File: config.mk
export PLATFORM = sky130hd
export DESIGN_NAME = triwdog_top
export DESIGN_NICKNAME = d
export VERILOG_FILES = /design/src/rtl/triwdog_pkg.sv /design/src/rtl/twd_tick_gen.sv /design/src/rtl/twd_channel.sv /design/src/rtl/twd_pulse.sv /design/src/rtl/triwdog_top.sv
export SDC_FILE = /design/constraint.sdc
export NUM_CORES = 1
export LEC_CHECK = 0
export ABC_AREA = 1
export BUFFER_PORTS_ARGS = -buffer_cell sky130_fd_sc_hd__buf_2
export CAP_MARGIN = 20
export CORE_UTILIZATION = 50
export CTS_CLUSTER_DIAMETER = 60
export DETAILED_ROUTE_END_ITERATION = 10
export PLACE_DENSITY = 0.67
export SETUP_SLACK_MARGIN = 0.1
export SYNTH_ARGS = -nofsm -noshare
export SYNTH_HDL_FRONTEND = slang
export SYNTH_SLANG_ARGS = --single-unit
File: constraint.sdc
create_clock -name clk -period 2 [get_ports clk]
set_input_delay 0.1 -clock clk [delete_from_list [all_inputs] [get_ports clk]]
set_output_delay 0.1 -clock clk [all_outputs]
set_load 0.01 [all_outputs]
File: src/rtl/triwdog_pkg.sv
// Shared constants and types for the triple watchdog peripheral.
package triwdog_pkg;
    localparam int NUM_WD   = 3;     // watchdog count, fixed by the three action roles
    localparam int CNT_W    = 16;    // counter and limit width
    localparam int ADDR_W   = 6;     // byte address width
    localparam int DATA_W   = 16;    // bus data width

    // Register selected inside one watchdog window
    typedef enum logic [1:0] {
        SEL_COUNT  = 2'd0,
        SEL_LIMIT  = 2'd1,
        SEL_STATUS = 2'd2,
        SEL_NONE   = 2'd3
    } wd_reg_e;

    // Offsets inside a window; these are decoded by software, so they stay fixed
    localparam logic [3:0] OFS_COUNT  = 4'h0;
    localparam logic [3:0] OFS_LIMIT  = 4'h4;
    localparam logic [3:0] OFS_STATUS = 4'h8;
    localparam logic [1:0] CTRL_WIN   = 2'd3;
endpackage

File: src/rtl/twd_tick_gen.sv
// Tick prescaler: emits a one-cycle tick every DIV clocks.
// Assumes DIV >= 1; the count runs freely from reset.
module twd_tick_gen #(
    parameter int DIV = 10_000_000
) (
    input  logic clk,
    input  logic rst_n,
    output logic tick
);
    localparam int W = (DIV > 1) ? $clog2(DIV) : 1;

    logic [W-1:0] div_q;

    assign tick = (div_q == W'(DIV - 1));

    // Wrapping divider counter
    always_ff @(posedge clk) begin
        if (!rst_n)     div_q <= '0;
        else if (tick)  div_q <= '0;
        else            div_q <= div_q + 1'b1;
    end
endmodule

File: src/rtl/twd_channel.sv
// One countdown watchdog: holds count, limit, running and expired state.
// A load (limit write) starts it; a kick (counter read) reloads it while running.
// Assumes load and kick never arrive in the same cycle (one bus access per cycle).
module twd_channel #(
    parameter int CNT_W = 16
) (
    input  logic             clk,
    input  logic             rst_n,
    input  logic             tick,
    input  logic             load,
    input  logic [CNT_W-1:0] load_val,
    input  logic             kick,
    output logic [CNT_W-1:0] count,
    output logic [CNT_W-1:0] limit,
    output logic             running,
    output logic             expired,
    output logic             expire_evt
);
    // Expiry happens on a tick that would take the count to zero (or is already zero)
    always_comb begin
        expire_evt = running && tick && !kick && (count <= CNT_W'(1));
    end

    // Count, limit and state update
    always_ff @(posedge clk) begin
        if (!rst_n) begin
            count   <= CNT_W'(1);
            limit   <= CNT_W'(1);
            running <= 1'b0;
            expired <= 1'b0;
        end else if (load) begin
            count   <= load_val;
            limit   <= load_val;
            running <= 1'b1;
            expired <= 1'b0;
        end else if (kick && running) begin
            count   <= limit;
        end else if (expire_evt) begin
            count   <= '0;
            running <= 1'b0;
            expired <= 1'b1;
        end else if (running && tick) begin
            count   <= count - 1'b1;
        end
    end
endmodule

File: src/rtl/twd_pulse.sv
// Pulse stretcher: a trigger yields an output high for exactly PULSE cycles,
// starting the cycle after the trigger. Assumes PULSE >= 1.
module twd_pulse #(
    parameter int PULSE = 16
) (
    input  logic clk,
    input  logic rst_n,
    input  logic trig,
    output logic pulse
);
    localparam int PW = $clog2(PULSE + 1);

    logic [PW-1:0] left_q;

    assign pulse = (left_q != '0);

    // Remaining-cycles counter
    always_ff @(posedge clk) begin
        if (!rst_n)             left_q <= '0;
        else if (trig)          left_q <= PW'(PULSE);
        else if (left_q != '0)  left_q <= left_q - 1'b1;
    end
endmodule

File: src/rtl/triwdog_top.sv
// Triple watchdog peripheral: register decode, mask register, three channels
// and their actions (interrupt level for 0, reset pulses for 1 and 2).
// Assumes one bus access per cycle; reads return data one cycle later.
module triwdog_top
    import triwdog_pkg::*;
#(
    parameter int TICK_DIV  = 10_000_000,
    parameter int RST_PULSE = 16
) (
    input  logic              clk,
    input  logic              rst_n,
    input  logic              bus_sel,
    input  logic              bus_we,
    input  logic              bus_half,
    input  logic [ADDR_W-1:0] bus_addr,
    input  logic [DATA_W-1:0] bus_wdata,
    output logic [DATA_W-1:0] bus_rdata,
    output logic              wd_irq,
    output logic              cpu_rst,
    output logic              sys_rst
);
    logic [1:0]          win;
    logic [3:0]          ofs;
    wd_reg_e             reg_sel;
    logic                tick;
    logic [NUM_WD-1:0]   mask_q;
    logic [NUM_WD-1:0]   run_v;
    logic [NUM_WD-1:0]   exp_v;
    logic [NUM_WD-1:0]   evt_v;
    logic [NUM_WD-1:0]   lim_wr;
    logic [NUM_WD-1:0]   kick;
    logic [NUM_WD-1:0]   act_pulse;
    logic [CNT_W-1:0]    cnt_a [NUM_WD];
    logic [CNT_W-1:0]    lim_a [NUM_WD];
    logic [NUM_WD*CNT_W-1:0] cnt_flat;
    logic                mask_wr;
    logic [DATA_W-1:0]   rd_val;

    assign win = bus_addr[5:4];
    assign ofs = bus_addr[3:0];

    // Register select inside a watchdog window, width-qualified
    always_comb begin
        reg_sel = SEL_NONE;
        if (ofs == OFS_COUNT && bus_half)        reg_sel = SEL_COUNT;
        else if (ofs == OFS_LIMIT && bus_half)   reg_sel = SEL_LIMIT;
        else if (ofs == OFS_STATUS && !bus_half) reg_sel = SEL_STATUS;
    end

    assign mask_wr = bus_sel && bus_we && !bus_half && (win == CTRL_WIN) && (ofs == 4'h0);

    twd_tick_gen #(.DIV(TICK_DIV)) u_tick (
        .clk   (clk),
        .rst_n (rst_n),
        .tick  (tick)
    );

    genvar gi;
    generate
        for (gi = 0; gi < NUM_WD; gi++) begin : g_wd
            assign lim_wr[gi] = bus_sel && bus_we && (win == 2'(gi)) && (reg_sel == SEL_LIMIT);
            assign kick[gi]   = bus_sel && !bus_we && (win == 2'(gi)) && (reg_sel == SEL_COUNT);

            twd_channel #(.CNT_W(CNT_W)) u_chan (
                .clk        (clk),
                .rst_n      (rst_n),
                .tick       (tick),
                .load       (lim_wr[gi]),
                .load_val   (bus_wdata[CNT_W-1:0]),
                .kick       (kick[gi]),
                .count      (cnt_a[gi]),
                .limit      (lim_a[gi]),
                .running    (run_v[gi]),
                .expired    (exp_v[gi]),
                .expire_evt (evt_v[gi])
            );

            assign cnt_flat[gi*CNT_W +: CNT_W] = cnt_a[gi];

            if (gi == 0) begin : g_level
                // Watchdog 0 acts through a level, not a pulse
                assign act_pulse[gi] = 1'b0;
            end else begin : g_pulse
                twd_pulse #(.PULSE(RST_PULSE)) u_pulse (
                    .clk   (clk),
                    .rst_n (rst_n),
                    .trig  (evt_v[gi] && !mask_q[gi]),
                    .pulse (act_pulse[gi])
                );
            end
        end
    endgenerate

    // Shared action mask register
    always_ff @(posedge clk) begin
        if (!rst_n)       mask_q <= '0;
        else if (mask_wr) mask_q <= bus_wdata[NUM_WD-1:0];
    end

    // Read multiplexer over all windows
    always_comb begin
        rd_val = '0;
        if (win == CTRL_WIN) begin
            if (ofs == 4'h0 && !bus_half) rd_val = DATA_W'(mask_q);
        end else begin
            for (int i = 0; i < NUM_WD; i++) begin
                if (win == 2'(i)) begin
                    case (reg_sel)
                        SEL_COUNT:  rd_val = DATA_W'(cnt_a[i]);
                        SEL_LIMIT:  rd_val = DATA_W'(lim_a[i]);
                        SEL_STATUS: rd_val = DATA_W'({exp_v[i], run_v[i]});
                        default:    rd_val = '0;
                    endcase
                end
            end
        end
    end

    // Registered read data, one cycle after the request
    always_ff @(posedge clk) begin
        if (!rst_n)                  bus_rdata <= '0;
        else if (bus_sel && !bus_we) bus_rdata <= rd_val;
        else                         bus_rdata <= '0;
    end

    assign wd_irq  = exp_v[0] && !mask_q[0];
    assign cpu_rst = act_pulse[1];
    assign sys_rst = act_pulse[2];
endmodule

### After elaboration in Yosys (flattened, before gate mapping)

Index checks and enable logic that the tools add are counted.

| storage, ports and cells | value |
|---|---|
| word-level logic and storage cells | 149 |
| bits of input ports | 27 |
| output and inout bits | 19 |
| register bits after elaboration | 155 |

| operators by class | value |
|---|---|
| magnitude comparators | 3 |
| eq/ne operators | 11 |
| add/sub/neg operators | 6 |
| muxes and demuxes | 36 |
| bitwise logic cells | 4 |
| reduce and logical (&&, ||, !) cells | 70 |

Operator list:

| operator | number |
|---|---|
| $mux W16 | 16 |
| $pmux W16 S3 | 3 |
| $le A16 B1 Y1 const B | 3 |
| $sub A16 B1 Y16 const B | 3 |
| $logic_and A1 B1 Y1 | 36 |
| $add A24 B1 Y24 const B | 1 |
| $eq A24 B24 Y1 const B | 1 |
| $mux W5 | 4 |
| $reduce_and A2 Y1 | 7 |
| $reduce_bool A4 Y1 | 3 |
| $reduce_or A2 Y1 | 6 |
| $mux W1 | 10 |
| $reduce_bool A2 Y1 | 5 |
| $reduce_bool A5 Y1 | 2 |
| $sub A5 B1 Y5 const B | 2 |
| $logic_not A1 Y1 | 8 |
| $eq A2 B2 Y1 const B | 3 |
| $ne A2 B1 Y1 const B | 3 |
| $eq A2 B1 Y1 const B | 2 |
| $eq A4 B3 Y1 const B | 1 |
| $eq A4 B4 Y1 const B | 1 |
| $logic_not A2 Y1 | 2 |
| $logic_not A4 Y1 | 1 |
| $mux W2 | 2 |
| 2 further kinds | 5 |

### Logic depth before layout (Yosys ltp)

Gate-level depths: netlist of run 1.

| logic depth | value |
|---|---|
| depth after elaboration | 13 |
| gate-level depth with buffers | 14 |
| gate-level depth less buffers | 13 |

### Cells and area by module

From an unflattened synthesis of run 1, not the netlist that was laid out.

| second synthesis, totals | value |
|---|---|
| cells, all modules | 1504 |
| area, all modules | 9796.9 µm² |

Modules (own cells, without submodules):

| module | cells an instance | area an instance (µm²) | instances | seq. area each (µm²) |
|---|---|---|---|---|
| twd_channel | 309 | 2063.2 | 3 | 680.7 |
| triwdog_top | 307 | 1731.7 | 1 | 380.4 |
| twd_tick_gen | 202 | 1380.1 | 1 | 480.5 |
| twd_pulse | 34 | 247.7 | 2 | 100.1 |

### Worst setup path before layout of run 1

Ideal clock, no wire load.

| timing path | value |
|---|---|
| kind | register -> register |
| start | register u_tick.div_q[0] |
| end | register g_wd[2].g_pulse.u_pulse.left_q[0] |
| arrival | 1.619 ns |
| clock period less this slack | 1.735 ns |
| required time | 1.884 ns |
| path slack | 0.265 ns |
| setup time | 0.116 ns |
| cell stages (with the launch flop) | 12 |
| path buffers | 0 |
| cell sequence | dfxtp_1 > ha_1 > nand2_1 > nor2_2 > nand2_1 > inv_1 > nand2_1 > nor2_1 > nand3_2 > or2_1 > nand2_1 > nor2_1 |

| between the ends | value |
|---|---|
| cells in the longest elaborated chain, start to end | 6 |

Ends and longest elaborated chain:

| element | RTL line | source |
|---|---|---|
| start: declaration | twd_tick_gen.sv:12 | `logic [W-1:0] div_q;` |
| start signal: assignment | twd_tick_gen.sv:20 | `else div_q <= div_q + 1'b1;` |
| $eq A24 B24 Y1 | twd_tick_gen.sv:14 | `assign tick = (div_q == W'(DIV - 1));` |
| $logic_and A1 B1 Y1 (3 in a row) | twd_channel.sv:21 | `expire_evt = running && tick && !kick && (count <= CNT_W'(1));` |
| $logic_and A1 B1 Y1 | triwdog_top.sv:87 | `.trig (evt_v[gi] && !mask_q[gi]),` |
| $reduce_or A2 Y1 (no source line) | - |  |
| end signal: assignment | twd_pulse.sv:20 | `else if (trig) left_q <= PW'(PULSE);` |
| end signal: assignment | twd_pulse.sv:21 | `else if (left_q != '0) left_q <= left_q - 1'b1;` |
| end: declaration | twd_pulse.sv:13 | `logic [PW-1:0] left_q;` |

No other way between the ends.
A chain may end at the register's enable or synchronous reset.

### Final worst setup path of run 1

| timing path | value |
|---|---|
| start | register u_tick.div_q[0] |
| end | register g_wd[2].u_chan.count[9] |

| between the ends | value |
|---|---|
| cells in the longest elaborated chain, start to end | 7 |
| elaborated cells between the ends (all ways) | 8 |
| those cells by class | eq/ne (1); mux (3); reduce/logical (4) |

Ends and longest elaborated chain:

| element | RTL line | source |
|---|---|---|
| $eq A24 B24 Y1 (*) | twd_tick_gen.sv:14 |  |
| $logic_and A1 B1 Y1 (*) | twd_channel.sv:21, twd_channel.sv:42 |  |
| $logic_and A1 B1 Y1 (2 in a row) | twd_channel.sv:21 |  |
| $mux W16 | twd_channel.sv:38 | `end else if (expire_evt) begin` |
| $mux W16 | twd_channel.sv:36 | `end else if (kick && running) begin` |
| $mux W16 | twd_channel.sv:31 | `end else if (load) begin` |
| end signal: assignment | twd_channel.sv:32 | `count <= load_val;` |
| end signal: assignment | twd_channel.sv:37 | `count <= limit;` |
| end signal: assignment | twd_channel.sv:43 | `count <= count - 1'b1;` |
| end: declaration | twd_channel.sv:13 | `output logic [CNT_W-1:0] count,` |

Every way passes the cells marked *; elsewhere a longest branch is shown, timed or not.

==> run metrics, run 1 <==
topmost layer with routed signal wires=met4; CP endpoint=g_wd[2].u_chan.count[9]$_SDFFE_PN0P_; number of antenna violations at the first check in global routing=0; Finished Layout Cells=1692; critical path's most frequent cell=nand2_2; vias=9218; cells taking the most area after synthesis=dfxtp_1, nand2_1, nor2_1, inv_1, a21oi_1; area occupied by multi-input gates=0.004981 mm²; routed length on met2=12560 µm; Total Die Area=0.01813 mm²; number of nets in the final layout=1492; placed insts=1645; period utilisation layout=0.9107; Wirelength per Cell=16.08 µm; number of flops mapped to enable cells by yosys=0; kind of start point of the critical path=register; Crit. End Element=register; Main synth FF type=dfxtp_1; switching power share of the total=0.2643; Mapped Cells=1371; final setup margin=178.6 ps; slew of the pin with the lowest slew margin=662.4 ps; number of placed I/O pins=46; total of max-cap violations=0; pwr dens=719.5 mW/mm²; arithmetic-cell share of the synthesized area counting full adders, half adders and majority gates=0.01565; area fraction in compound gates after synthesis=0.1478; Detail Placement HPWL=19800 µm; overall fraction of global-route tracks in use=0.3063; biggest fanout along the worst timing path=11; cell depth of the worst setup path=12; Site Rows=48; wire length of the first global-routing pass=42890 µm; detailed-routed wire length on met3=1876 µm; clk_lat worst skew=440 ps; Post-Route WL=27210 µm; final-layout setup total negative slack=0 ps; post-route core utilization=0.6050; sequential element share of the synthesized area=0.3528; kind of critical path=reg -> reg; cell chosen for the clock root=clkbuf_16; CTS sink cnt=155; number of cells on the worst reg-to-reg path=12; Die Y-Extent=134.6 µm; starting density of the core=0.5103; run status=finished clean; Core Footprint=0.01724 mm²; fraction of final layout cells with drive strength greater than 1=0.1357; final antenna diode count=0; fraction of post-synthesis cell area in the top cell type by area=0.3528; Static Leak=4.482 nW; maximum buffer depth of the clock tree=2; multiplexer share of the synthesized area=0.002276; cell family contributing the most delay on the critical path=simple AND/OR/NAND/NOR gates; Max VDD drop=0.7573 mV; share of total power in the clock network=0.451; XOR/XNOR share of the synthesized area=0.04381; detailed-routing wirelength on met1=11880 µm; number of distinct library cells after synthesis=41; last weighted congestion value of the routability-driven placer=0.9120; Synth Area in Simple Gates=0.3447; most instantiated cells after synthesis=nand2_1, nor2_1, dfxtp_1; Fill cells=1643; most common cell in the netlist=nand2_1; count of yosys warnings during synthesis=0; reported net switching power=1.983 mW; clock buffer count from CTS=17; worst path cell trace=ha_4 > nand2_2 > nor2_4 > nand2_2 > inv_2 > nand2_2 > nor2_4 > nand2_2 > nand2_4 > clkbuf_16 > o21ai_0 > a21oi_1; FFs w/ async S/R, synth=0; final setup vio count=0; overall die width=134.6 µm; average instance area after synthesis=6.416 µm²; max-slew violation total from the final report=0; Highest Clock Rate=0.5490 GHz; via count normalized by instance count=5.448; Tmin final=1821 ps; CP max stage cell=dfxtp_2; Max H-tree Level=4; sequential group share of total power=0.433; library cell occupying the most area in the post-synthesis netlist=dfxtp_1; Slew HR=0.5584; combinational fraction of design power=0.116; path category of the worst min-delay check=in -> reg; post-place setup slack=34.48 ps; maximum number of pins on one net before global-route repair=56; area used by sequential logic in the layout=0.003105 mm²; iteration count of the initial detailed-routing pass=8; number of endpoints with negative hold slack in the final report=0; unrepaired setup endpoints after global routing=true; Internal Power=5.519 mW; origin of the critical flop-to-flop path=u_tick.div_q[0]$_SDFF_PP0_; data arrival time of the critical path=2190 ps; count of port buffers added during placement=45; via count of the first global-routing pass=8380; worst reg2reg path endpoint=g_wd[2].u_chan.count[9]$_SDFFE_PN0P_; clock slew seen by the registers of the worst setup and hold paths=60 ps; Remaining Overflow, GRT=0; Worst Skew=11.60 ps; remaining number of nets flagged by the antenna check after routing=0; Crit path buffers/inverters=2; post-route DRC violation count=0; clock tree from TritonCTS=built; Detailed Route Iter0 Violations=837; Critical Path Start=u_tick.div_q[0]$_SDFF_PP0_; slowest stage delay, CP=360 ps; synthesized cell area=0.008796 mm²; Required @ worst endpoint=2360 ps; area overhead of the layout relative to synthesis=18.55%; combinational family with the most area after synthesis=simple AND/OR/NAND/NOR gates; nets in the synthesized netlist=1409; minimum setup slack among reg-to-reg paths=180 ps; number of register bits inferred by synthesis=155
## per-layer routing
| metal | GRT usage | vias up |
|---|---|---|
| li1 | - | 4593 |
| met1 | 0.3995 | 4246 |
| met2 | 0.4931 | 327 |
| met3 | 0.06006 | 52 |
| met4 | 0.1286 | 0 |
| met5 | 0 | - |
## worst min path at each step
| stage | start | cells after the start | end |
|---|---|---|---|
| floorplan | bus_wdata[1] | 2 | mask_q[1]$_SDFFE_PN0P_ |
| global placement | bus_wdata[12] | 3 | g_wd[2].u_chan.limit[12]$_SDFFE_PN0P_ |
| detailed placement | bus_wdata[6] | 3 | g_wd[1].u_chan.limit[6]$_SDFFE_PN0P_ |
| CTS | bus_wdata[14] | 3 | g_wd[1].u_chan.limit[14]$_SDFFE_PN0P_ |
| global route | bus_wdata[14] | 3 | g_wd[2].u_chan.limit[14]$_SDFFE_PN0P_ |
| finish | bus_wdata[14] | 3 | g_wd[2].u_chan.limit[14]$_SDFFE_PN0P_ |
## metrics by stage
stage | power, mW | hold WS, ps | instance area [µm²]
2_1_floorplan | 3.930 | 242.1 | 8796
5_1_grt | 7.802 | 9.721 | 10430
3_3_place_gp | 4.149 | 417.9 | 9527
6_report | 7.502 | 9.561 | 10430
3_5_place_dp | 4.166 | 422.9 | 9527
4_1_cts | 7.525 | 0.4961 | 10250
## power by group through the flow
| stage | Combinational (mW) | Sequential (mW) | Clock [mW] |
|---|---|---|---|
| 3_3_place_gp | 0.838 | 3.31 | 0 |
| 5_1_grt | 0.998 | 3.26 | 3.54 |
| 3_5_place_dp | 0.852 | 3.31 | 0 |
| 4_1_cts | 0.872 | 3.25 | 3.41 |
| 6_report | 0.870 | 3.25 | 3.38 |
| 2_1_floorplan | 0.628 | 3.30 | 0 |
## state kept, by name, indices dropped and copies added, names as in the netlist
signal                       cells
g_wd.u_chan.count               48
g_wd.g_pulse.u_pulse.left_q     10
g_wd.u_chan.running              3
u_tick.div_q                    24
g_wd.u_chan.expired              3
g_wd.u_chan.limit               48
bus_rdata                       16
mask_q                           3
## cell usage in the layout (no fill, tap or decap), types with 41 or more instances in the layout
master,instances
dfxtp_1,153
o21ai_0,99
buf_2,45
buf_4,55
xor2_1,41
nand3_1,83
inv_1,140
nor2_1,191
a21oi_1,101
nand2_1,340
## kinds of logic after synthesis
group	after synthesis
buffers and inverters	202
AND/OR/NAND/NOR	714
adder cells (fa/ha/maj)	11
XOR/XNOR	44
AO/OA/AOI/OAI	243
multiplexers	2
flip-flops	155
## tightest hold or removal path: stages
cell and delay, ps:
buf_2 140, nand2_1 90, a21oi_1 60
## what timing repair did
item / CTS / global route
hold buffers: 9 / 0
gates resized for setup: 6 / 32
pin swaps: 0 / 6
endpoints found under the setup margin: 36 / 67
setup buffers: 0 / 3
cloned: 0 / 3
hold endpoints to repair: 11 / 0
## layout make-up
type,instances,share of cell area
inverter,149,0.05412
tap,225,0.02700
sequential,155,0.2978
clock inverter,15,0.01812
multi-input combinational,1014,0.4777
clock buffer,17,0.04080
timing repair buffer,117,0.08447
Power figures use the tool's default switching activity.
==> inputs of run 2 (changes only) <==
--- a/config.mk
+++ b/config.mk
@@ -8,6 +8,7 @@
 export ABC_AREA = 1
 export BUFFER_PORTS_ARGS = -buffer_cell sky130_fd_sc_hd__buf_2
 export CAP_MARGIN = 20
+export CORE_ASPECT_RATIO = 0.7
 export CORE_UTILIZATION = 50
 export CTS_CLUSTER_DIAMETER = 60
 export DETAILED_ROUTE_END_ITERATION = 10
==> run 2 against run 1 <==
Power shrank 2.1%. Non-clock buffer count shrank 13. Wire length grew 5.4%. Maximum frequency grew 0.56%. Register-to-register slack is essentially flat. Clock power shrank 5%. Largest power group is now registers. Highest routed layer unchanged.
==> run metrics, run 2 (synthesis gave the netlist of run 1 again) <==
Crit path buffers/inverters=3 (was 2); Slew HR=0.5621 (was 0.5584); wire length of the first global-routing pass=43640 µm (was 42890 µm); Remaining Overflow, GRT=0 (unchanged); data arrival time of the critical path=2150 ps (was 2190 ps); slowest stage delay, CP=310 ps (was 360 ps); post-route DRC violation count=0 (unchanged); last weighted congestion value of the routability-driven placer=0.9411 (was 0.9120); slew of the pin with the lowest slew margin=656.9 ps (was 662.4 ps); number of nets in the final layout=1479 (was 1492); Required @ worst endpoint=2330 ps (was 2360 ps); Die Y-Extent=113.0 µm (was 134.6 µm); cell family contributing the most delay on the critical path=simple AND/OR/NAND/NOR gates (unchanged); pwr dens=704.7 mW/mm² (was 719.5 mW/mm²); total of max-cap violations=0 (unchanged); Static Leak=4.438 nW (was 4.482 nW); CTS sink cnt=155 (unchanged); Worst Skew=11.16 ps (was 11.60 ps); Fill cells=1596 (was 1643); vias=9300 (was 9218); post-place setup slack=69.42 ps (was 34.48 ps); most frequent cells in the layout=nand2_1, nor2_1, dfxtp_1 (unchanged); number of endpoints with negative hold slack in the final report=0 (unchanged); maximum number of pins on one net before global-route repair=56 (unchanged); number of placed I/O pins=46 (unchanged); area occupied by multi-input gates=0.005037 mm² (was 0.004981 mm²); clk_lat worst skew=430 ps (was 440 ps); Tmin final=1811 ps (was 1821 ps); kind of critical path=reg -> reg (unchanged); iteration count of the initial detailed-routing pass=6 (was 8); final setup vio count=0 (unchanged); final setup margin=188.8 ps (was 178.6 ps); Finished Layout Cells=1685 (was 1692); overall fraction of global-route tracks in use=0.3100 (was 0.3063); clock buffer count from CTS=17 (unchanged); run status=finished clean (unchanged); kind of start point of the critical path=register (unchanged); starting density of the core=0.5124 (was 0.5103); Max H-tree Level=4 (unchanged); via count normalized by instance count=5.519 (was 5.448); count of port buffers added during placement=45 (unchanged); clock slew seen by the registers of the worst setup and hold paths=70 ps (was 60 ps); overall die width=160.5 µm (was 134.6 µm); Crit. End Element=register (unchanged); worst path cell trace=inv_1 > ha_2 > inv_1 > nand2_1 > nand3_1 > nor2_1 > nand2_1 > nor2_2 > nand2_4 > nand3_1 > nand3_1 > nand2_1 > inv_1 (was ha_4 > nand2_2 > nor2_4 > nand2_2 > inv_2 > nand2_2 > nor2_4 > nand2_2 > nand2_4 > clkbuf_16 > o21ai_0 > a21oi_1); Detailed Route Iter0 Violations=1139 (was 837); Max VDD drop=0.5447 mV (was 0.7573 mV); period utilisation layout=0.9056 (was 0.9107); leading cell type in the layout, fill and taps excluded=nand2_1 (unchanged); CP max stage cell=dfxtp_1 (was dfxtp_2); remaining number of nets flagged by the antenna check after routing=0 (unchanged); clock tree from TritonCTS=built (unchanged); number of antenna violations at the first check in global routing=0 (unchanged); max-slew violation total from the final report=0 (unchanged); fraction of final layout cells with drive strength greater than 1=0.1403 (was 0.1357); registers with the most flip-flops=g_wd.u_chan.count (48), g_wd.u_chan.limit (48), u_tick.div_q (24) (unchanged); cell chosen for the clock root=clkbuf_16 (unchanged); final-layout setup total negative slack=0 ps (unchanged); Power Total=7.342 mW (was 7.502 mW); Core Footprint=0.01717 mm² (was 0.01724 mm²); Total Die Area=0.01814 mm² (was 0.01813 mm²); final antenna diode count=0 (unchanged); Detail Placement HPWL=20500 µm (was 19800 µm); placed insts=1642 (was 1645); path category of the worst min-delay check=in -> reg (unchanged); biggest fanout along the worst timing path=18 (was 11); maximum buffer depth of the clock tree=2 (unchanged); area used by sequential logic in the layout=0.003105 mm² (unchanged); Wirelength per Cell=17.02 µm (was 16.08 µm); area overhead of the layout relative to synthesis=18.44% (was 18.55%); unrepaired setup endpoints after global routing=true (unchanged); Highest Clock Rate=0.5521 GHz (was 0.5490 GHz); Post-Route WL=28680 µm (was 27210 µm); Site Rows=40 (was 48); via count of the first global-routing pass=7886 (was 8380)
==> run 2: through the flow <==
step                        util  instance area [µm²]  hold slack (ps)
after floorplan                -                 8796            242.1
after global placement    0.5544                 9517            418.6
after detailed placement  0.5544                 9517            431.0
after CTS                 0.5913                10150           0.5375
after global routing      0.6069                10420            4.257
final                     0.6069                10420            8.466
==> run 2: final timing paths <==
check / cells past startpoint / slack [ps] / from / endpoint
worst max-delay path: 13 / 190 / g_wd[1].u_chan.count[1]$_SDFFE_PN0P_ / g_wd[1].u_chan.count[2]$_SDFFE_PN0P_
worst min-delay path: 3 / 8 / bus_wdata[5] / g_wd[1].u_chan.limit[5]$_SDFFE_PN0P_
worst max register to register: 13 / 190 / g_wd[1].u_chan.count[1]$_SDFFE_PN0P_ / g_wd[1].u_chan.count[2]$_SDFFE_PN0P_
worst min register to register: 2 / 480 / g_wd[1].u_chan.expired$_SDFFE_PP0P_ / g_wd[1].u_chan.expired$_SDFFE_PP0P_
==> run 2: final cells by class <==
cell class              count  share of cell area
inverters                 149             0.05417
flip-flops and latches    155              0.2981
repair buffers            104             0.08203
clock inverters            15             0.01357
multi-input cells        1014              0.4835
clock buffers              17             0.04084
well taps                 231             0.02774
==> run 2: repair_timing <==
item / CTS / global route
resized for setup: 4 / 47
endpoints found under the hold margin: 7 / 0
buffers inserted: 0 / 2
gates cloned: 0 / 4
pin swaps: 0 / 6
setup endpoints to repair: 35 / 68
hold buffers: 5 / 0
==> run 2: where the power goes <==
group          leakage [nW]  total (mW)  switching [mW]  internal, mW
registers              1.25        3.24          0.0511          3.19
logic                  2.92       0.878           0.538         0.340
clock network         0.270        3.22            1.48          1.74
==> run 2: routing by layer <==
layer | routed length, µm | vias up | part of all wire | track usage
li1 | - | 4562 | - | -
met1 | 13580 | 4213 | 0.47 | 0.4907
met2 | 11390 | 492 | 0.40 | 0.4167
met3 | 3412 | 33 | 0.12 | 0.07111
met4 | 295 | 0 | 0.010 | 0.05905
met5 | 0 | - | 0 | 0
==> run 2: worst reg2reg max path, cell delays in order (launching register included) <==
cell and delay (ps):
dfxtp_1 310, inv_1 150, ha_2 250, inv_1 50
nand2_1 50, nand3_1 50, nor2_1 110, nand2_1 100
nor2_2 190, nand2_4 180, nand3_1 110, nand3_1 70
nand2_1 60, inv_1 40
